--- src/rtl/cmd_mailbox_pkg.sv ---
package cmd_mailbox_pkg;
  typedef enum logic [1:0] {
    REG_STATUS = 2'd0,
    REG_DATA0  = 2'd1,
    REG_DATA1  = 2'd2,
    REG_IRQ    = 2'd3
  } mbx_reg_e;

  localparam int BUSY_BIT   = 31;
  localparam int ERR_BIT    = 30;
  localparam int PEND_BIT   = 29;
  localparam int IRQREQ_BIT = 28;
  localparam int CLR_BIT    = 0;
endpackage

--- src/rtl/mbx_ctrl.sv ---
module mbx_ctrl
  import cmd_mailbox_pkg::*;
#(
  parameter int DATA_W = 32,
  parameter int ID_W   = 8
) (
  input  logic              clk,
  input  logic              rst,
  input  logic              cmd_wr,
  input  logic              clr_wr,
  input  logic [DATA_W-1:0] wdata,
  input  logic              done,
  input  logic              fail,
  output logic              finish,
  output logic              busy,
  output logic              err,
  output logic              pend,
  output logic              start,
  output logic [ID_W-1:0]   cmd_id
);
  logic accept;
  logic irq_req;

  assign accept = cmd_wr && !busy;
  assign finish = done && busy;

  always_ff @(posedge clk) begin
    if (rst) begin
      busy    <= 1'b0;
      err     <= 1'b0;
      pend    <= 1'b0;
      start   <= 1'b0;
      irq_req <= 1'b0;
      cmd_id  <= '0;
    end else begin
      start <= accept;
      if (accept) begin
        busy    <= 1'b1;
        err     <= 1'b0;
        irq_req <= wdata[IRQREQ_BIT];
        cmd_id  <= wdata[ID_W-1:0];
      end
      if (clr_wr && wdata[CLR_BIT]) pend <= 1'b0;
      if (finish) begin
        busy <= 1'b0;
        err  <= fail;
        if (irq_req) pend <= 1'b1;
      end
    end
  end
endmodule

--- src/rtl/mbx_regfile.sv ---
module mbx_regfile #(
  parameter int DATA_W = 32
) (
  input  logic              clk,
  input  logic              rst,
  input  logic              wr0,
  input  logic              wr1,
  input  logic [DATA_W-1:0] wdata,
  input  logic              finish,
  input  logic              fail,
  input  logic [DATA_W-1:0] code,
  input  logic [DATA_W-1:0] res0,
  input  logic [DATA_W-1:0] res1,
  output logic [DATA_W-1:0] data0,
  output logic [DATA_W-1:0] data1
);
  always_ff @(posedge clk) begin
    if (rst) begin
      data0 <= '0;
      data1 <= '0;
    end else if (finish) begin
      if (fail) begin
        data0 <= code;
      end else begin
        data0 <= res0;
        data1 <= res1;
      end
    end else begin
      if (wr0) data0 <= wdata;
      if (wr1) data1 <= wdata;
    end
  end
endmodule

--- src/rtl/mbx_rdmux.sv ---
module mbx_rdmux
  import cmd_mailbox_pkg::*;
#(
  parameter int DATA_W = 32
) (
  input  logic              clk,
  input  logic              rst,
  input  logic              re,
  input  logic [1:0]        addr,
  input  logic              busy,
  input  logic              err,
  input  logic              pend,
  input  logic [DATA_W-1:0] data0,
  input  logic [DATA_W-1:0] data1,
  output logic [DATA_W-1:0] rdata
);
  logic [DATA_W-1:0] status_w;
  logic [DATA_W-1:0] sel;

  always_comb begin
    status_w           = '0;
    status_w[BUSY_BIT] = busy;
    status_w[ERR_BIT]  = err;
    status_w[PEND_BIT] = pend;
    case (mbx_reg_e'(addr))
      REG_STATUS: sel = status_w;
      REG_DATA0:  sel = data0;
      REG_DATA1:  sel = data1;
      default:    sel = '0;
    endcase
  end

  always_ff @(posedge clk) begin
    if (rst) rdata <= '0;
    else if (re) rdata <= sel;
  end
endmodule

--- src/rtl/cmd_mailbox.sv ---
module cmd_mailbox
  import cmd_mailbox_pkg::*;
#(
  parameter int DATA_W = 32,
  parameter int ID_W   = 8
) (
  input  logic              clk,
  input  logic              rst,
  input  logic              host_we,
  input  logic              host_re,
  input  logic [1:0]        host_addr,
  input  logic [DATA_W-1:0] host_wdata,
  output logic [DATA_W-1:0] host_rdata,
  output logic              exec_start,
  output logic [ID_W-1:0]   exec_cmd_id,
  output logic [DATA_W-1:0] exec_arg0,
  output logic [DATA_W-1:0] exec_arg1,
  input  logic              exec_done,
  input  logic              exec_err,
  input  logic [DATA_W-1:0] exec_err_code,
  input  logic [DATA_W-1:0] exec_res0,
  input  logic [DATA_W-1:0] exec_res1,
  output logic              irq_o
);
  logic busy, err, pend, finish;
  logic cmd_wr, clr_wr, wr0, wr1;
  logic [DATA_W-1:0] data0, data1;

  assign cmd_wr = host_we && (mbx_reg_e'(host_addr) == REG_STATUS);
  assign clr_wr = host_we && (mbx_reg_e'(host_addr) == REG_IRQ);
  assign wr0    = host_we && (mbx_reg_e'(host_addr) == REG_DATA0);
  assign wr1    = host_we && (mbx_reg_e'(host_addr) == REG_DATA1);

  mbx_ctrl #(.DATA_W(DATA_W), .ID_W(ID_W)) u_ctrl (
    .clk(clk), .rst(rst), .cmd_wr(cmd_wr), .clr_wr(clr_wr), .wdata(host_wdata),
    .done(exec_done), .fail(exec_err), .finish(finish), .busy(busy), .err(err),
    .pend(pend), .start(exec_start), .cmd_id(exec_cmd_id)
  );

  mbx_regfile #(.DATA_W(DATA_W)) u_regs (
    .clk(clk), .rst(rst), .wr0(wr0), .wr1(wr1), .wdata(host_wdata),
    .finish(finish), .fail(exec_err), .code(exec_err_code),
    .res0(exec_res0), .res1(exec_res1), .data0(data0), .data1(data1)
  );

  mbx_rdmux #(.DATA_W(DATA_W)) u_rd (
    .clk(clk), .rst(rst), .re(host_re), .addr(host_addr), .busy(busy),
    .err(err), .pend(pend), .data0(data0), .data1(data1), .rdata(host_rdata)
  );

  assign exec_arg0 = data0;
  assign exec_arg1 = data1;
  assign irq_o     = pend;
endmodule

--- config.mk ---
export PLATFORM = sky130hd
export DESIGN_NAME = cmd_mailbox
export DESIGN_NICKNAME = d
export VERILOG_FILES = /design/src/rtl/cmd_mailbox_pkg.sv /design/src/rtl/mbx_ctrl.sv /design/src/rtl/mbx_regfile.sv /design/src/rtl/mbx_rdmux.sv /design/src/rtl/cmd_mailbox.sv
export SDC_FILE = /design/constraint.sdc
export NUM_CORES = 1
export LEC_CHECK = 0
export BUFFER_PORTS_ARGS = -buffer_cell sky130_fd_sc_hd__buf_4
export CORE_UTILIZATION = 44
export CTS_BUF_LIST = sky130_fd_sc_hd__clkbuf_16
export DETAILED_ROUTE_END_ITERATION = 16
export HOLD_SLACK_MARGIN = 0.06
export PLACE_DENSITY = 0.77
export SYNTH_ARGS = -nofsm -noshare
export SYNTH_HDL_FRONTEND = slang
export SYNTH_SLANG_ARGS = --single-unit
--- constraint.sdc ---
create_clock -name clk -period 2 [get_ports clk]
set_input_delay 0 -clock clk [delete_from_list [all_inputs] [get_ports clk]]
set_output_delay 0 -clock clk [all_outputs]
set_load 0.02 [all_outputs]
* Word-level counts from Yosys, hierarchy flattened
Cells that the tools add are included.
Cells by class: equality and inequality tests 4, multiplexer cells 12, reduce and logical (&&, ||, !) cells 14
Operators with widths (count):
- 32-bit two-way mux | 6
- 32-bit case mux with 3 select lines | 1
- 1-bit logical AND | 7
- 2-bit nonzero test | 3
- 1-bit two-way mux | 5
- 2-bit == test, second input constant | 2
- 2-bit by 1-bit == test with 1-bit output, second input constant | 1
- 2-bit logical NOT | 1
- 2-bit != test, second input constant | 1
- 2-bit AND reduction | 1
- 2-bit OR reduction | 1
- 1-bit logical NOT | 1
Word-level totals: word-level logic and storage cells 39, output and inout bits 106, register bits 109

* Depth between registers and ports, before layout
depth after elaboration 6, depth in mapped cells 6, gate-level depth less buffers 3

* Cells and area by module
From an unflattened synthesis, not the netlist that was laid out.
Unflattened totals: cells, all modules 544, area total of the unflattened synthesis 5406.4 µm²
Modules (own cells, without submodules):
- mbx_regfile | area an instance 3388.2 µm², cells an instance 332, sequential area each 1281.2 µm², times used 1
- mbx_rdmux | area an instance 1501.4 µm², cells an instance 153, sequential area each 640.6 µm², times used 1
- mbx_ctrl | area an instance 479.2 µm², cells an instance 55, sequential area each 260.2 µm², times used 1
- cmd_mailbox | area an instance 37.5 µm², cells an instance 4, sequential area each 0.0 µm², times used 1

* Least setup slack after synthesis
OpenSTA, ideal clock, no wires.
path kind register to register, from reg u_ctrl.busy, to reg u_regs.data1[0], clock period less this slack 1.324 ns, library setup time 0.119 ns, cell stages (with the launch flop) 6, arrival time 1.205 ns, path slack 0.676 ns, cell sequence dfxtp_1 and3b_1 buf_2 a31o_4 buf_6 o221a_1
On the way: word-level cells in the longest chain between the ends 3, elaborated cells between the ends (all ways) 5
Ends and longest elaborated chain:
- start: declaration | RTL line mbx_ctrl.sv:15 | output logic busy,
- start signal: assignment | RTL line mbx_ctrl.sv:29 | busy <= 1'b0;
- start signal: assignment | RTL line mbx_ctrl.sv:38 | busy <= 1'b1;
- start signal: assignment | RTL line mbx_ctrl.sv:45 | busy <= 1'b0;
- 1-bit logical AND (*) | RTL line mbx_ctrl.sv:25 | assign finish = done && busy;
- 2-bit != test (no line) / 2-bit nonzero test (equally long branches)
- 2-bit AND reduction (no line)
- end signal: assignment | RTL line mbx_regfile.sv:26 | data1 <= res1;
- end signal: assignment | RTL line mbx_regfile.sv:30 | if (wr1) data1 <= wdata;
- end: declaration | RTL line mbx_regfile.sv:15 | output logic [DATA_W-1:0] data1
Mark *: on every way between the ends. The rest lies on a longest branch, timed or not. A chain may end at the register's enable or synchronous reset.

* Worst setup path in the final report
from reg u_ctrl.busy, to reg u_regs.data1[9]
The elaborated chain is that of the path after synthesis.

==> run summary <==
Post-synth top cells = dfxtp_1, nor3_1, a211oi_1, a21oi_1, nor2_1
Final setup TNS = 0 ns
Peak supply drop = 0.3856 mV
Comb pwr share = 22.6%
Maxcap violations = 0
GRT Overall Usage = 31.12%
Core area = 0.01103 mm^2
P_sw = 1.510 mW
CP cell instances = and3b_1 > buf_6 > a21oi_1 > o221a_1 > dlygate4sd3_1
Chip height = 109.3 um
Power Density = 664.6 mW/mm^2
CP arrival = 2.15 ns
Die width = 109.3 um
Longest Clk Path Bufs = 2
Leakage = 3.463 nW
Worst flop-to-flop path endpoint = u_regs.data1[9]$_SDFFE_PP0P_
Status = completed
Final ANT Viol Nets = 0
Sequential Power Share = 44.5%
Synthesized instance count = 580
Vias in the first global route = 5746
DR vias = 5916
Root Buffer = clkbuf_16
RSZ-0062 raised after global routing = no
Top_reg_cell synth = dfxtp_1
Maximum fanout along the worst path = 17
First-pass GRT wire length = 28460 um
Critical path's slowest cell = dlygate4sd3_1
Final worst-path cycle share = 95.73%
Worst-path clk slew = 0.07 ns
Largest net degree at the start of global routing = 65
Sequential cell area fraction in the yosys report = 43.11%
Fillers = 789
Finished Cell Area = 0.008117 mm^2
Via density = 5.766
DR iter-0 viols = 371
DRC = 0
Port bufs = 241
Final setup viols = 0
# Post-CTS Setup Buffers = 0
Final Instance Count excl. Fillers = 1026
Mapped Area = 0.005061 mm^2
Row Count = 38
Syn nets = 716
Post-synth ARST share = 0%
Clock Skew = 0.005032 ns
Clock Sinks = 109
Synth top area cells = dfxtp_1, a211oi_1, o221a_1, nor3_1, a22oi_1
Worst Max-Slew Pin Slew = 0.6583 ns
Top-count cell post-synth = dfxtp_1
DP Cell Count = 913
Worst hold path type = in -> reg
P_int = 3.884 mW
DP Area = 0.006858 mm^2
Synthesis Warnings = 0
Synth area leader = dfxtp_1
R2r setup slk = 0.09 ns
Reg-to-reg startpoint = u_ctrl.busy$_SDFFE_PP0P_
Switching share of power = 28.00%
Crit path launch = u_ctrl.busy$_SDFFE_PP0P_
WS Path Type = reg -> reg
Io pins = 242
DRT Pass-1 Iters = 5
Clk Latency, worst-skew pair = 0.35 ns
Fmax = 0.5223 GHz
Final Hold Vio Count = 0
CP endpoint kind = flop
Layout Nets = 1016
HPWL Detailed = 12060 um
Post-synth EDFFs = 0
Synth unique cells = 33
Startpoint Class = flop
Register-to-Register Path Depth = 5
Max-slew violations = 0
Syn avg cell area = 8.726 um^2
Average wire per standard cell = 18.89 um
Final RePlAce weighted congestion = 0.8671
Worst stage delay on the critical path = 0.55 ns
Clock buffer count from CTS = 9
Die area = 0.01194 mm^2
Final WL = 19380 um
Remaining Overflow, GRT = 0
Register bit count reported by yosys = 109
Worst Path Required = 2.24 ns
Relative slew slack = 56.12%
Final Critical Period = 1.915 ns
Antenna violations before repair = 1
Crit path capture = u_regs.data1[9]$_SDFFE_PP0P_
TritonCTS clock tree = done
Initial Util = 45.88%
Area Overhead vs Synth = 60.37%
Yosys top cell area share = 43.11%
H-tree Lvls = 3
Share of cells above drive strength 1 = 32.43%
Clock Power Share = 33.0%
-- stage by stage --
step	power, mW	worst slack [ns]	hold WS, ns	utilization, %
CTS	5.384	0.04955	0.06218	73.45
detailed placement	3.486	0.3623	0.2801	62.17
global placement	3.459	0.4918	0.2732	62.17
floorplan	2.966	0.6764	0.1360	-
finish	5.394	0.08543	0.08246	73.58
global route	5.583	0.002740	0.09076	73.58
-- cell type report --
cell class / instances / area, um^2 / area share (%)
inverters: 31 / 116.4 / 1.434
repair buffers: 353 / 2917 / 35.93
clock inverters: 7 / 67.56 / 0.8324
diodes: 1 / 2.502 / 0.03083
well taps: 140 / 175.2 / 2.158
flip-flops and latches: 109 / 2182 / 26.88
multi-input cells: 376 / 2431 / 29.95
clock buffers: 9 / 225.2 / 2.775
-- per-layer routing --
layer / track usage (%) / up-vias / share of wire [%]
met1: 36.08 / 2757 / 38
met2: 54.40 / 341 / 50
li1: - / 2759 / -
met4: 17.05 / 0 / 3.7
met5: 0 / - / 0
met3: 5.140 / 59 / 8.5
-- worst max-delay path, delay by kind of cell, from the launching register on --
kind,cells,cell delay (ns)
buffers and inverters,2,0.78
AOI/OAI and AO/OA,2,0.25
and+or+nand+nor,1,0.30
DFF,1,0.45
-- flip-flops by register name, indices dropped and copies added, names as in the netlist --
name,cells
u_ctrl.busy,1
u_ctrl.irq_req,1
u_ctrl.err,1
u_ctrl.cmd_id,8
u_ctrl.pend,1
u_regs.data0,32
u_rd.rdata,32
u_ctrl.start,1
u_regs.data1,32
-- power groups by stage --
stage	Sequential [mW]	Combinational [mW]	Clock [mW]
5_1_grt	2.41	1.29	1.88
6_report	2.40	1.22	1.78
2_1_floorplan	2.58	0.389	0
4_1_cts	2.40	1.19	1.79
3_5_place_dp	2.45	1.04	0
3_3_place_gp	2.44	1.02	0
-- what timing repair did --
item | in CTS | in global routing
setup endpoints to repair | 0 | 4
hold buffers | 95 | 0
resized for setup | 0 | 1
endpoints found under the hold margin | 76 | 0
-- worst min path at each step --
| stage | startpoint | end | slack, ns | depth (start not counted) |
|---|---|---|---|---|
| finish | host_we | u_ctrl.pend$_SDFF_PP0_ | 0.08 | 4 |
| global route | host_we | u_ctrl.pend$_SDFF_PP0_ | 0.09 | 4 |
| CTS | host_we | u_ctrl.pend$_SDFF_PP0_ | 0.06 | 4 |
| detailed placement | host_wdata[4] | u_ctrl.cmd_id[4]$_SDFFE_PP0P_ | 0.28 | 3 |
| global placement | host_wdata[3] | u_ctrl.cmd_id[3]$_SDFFE_PP0P_ | 0.27 | 3 |
| floorplan | host_wdata[28] | u_ctrl.irq_req$_SDFFE_PP0P_ | 0.14 | 2 |
-- kinds of logic (layout without fill, tap and decap cells) --
family,after synthesis,count (layout),share of synthesized area [%]
mux,3,3,0.5933
buf+inv,96,400,9.246
simple gates,203,203,21.38
other cells,0,1,0
flops,109,109,43.11
compound gates,169,170,25.66
-- placed cells by master, fill, tap and decap left out, types with 2 or more instances in the layout --
cell type,netlist,routed
mux2i_1,3,3
nor2_1,34,34
clkbuf_16,0,9
a211oi_1,61,61
a22oi_1,30,30
and4b_1,2,2
buf_12,0,2
or2_2,3,3
nand2_1,23,22
dfxtp_1,109,109
o221a_1,30,30
nor3_1,64,64
clkinvlp_4,0,2
and3b_1,2,2
nor4_1,33,33
buf_4,11,255
clkinv_2,0,2
nor2b_1,33,32
dlygate4sd3_1,0,95
inv_1,31,32
a21oi_1,41,41
a311oi_1,4,4
Power figures use the tool's default switching activity.
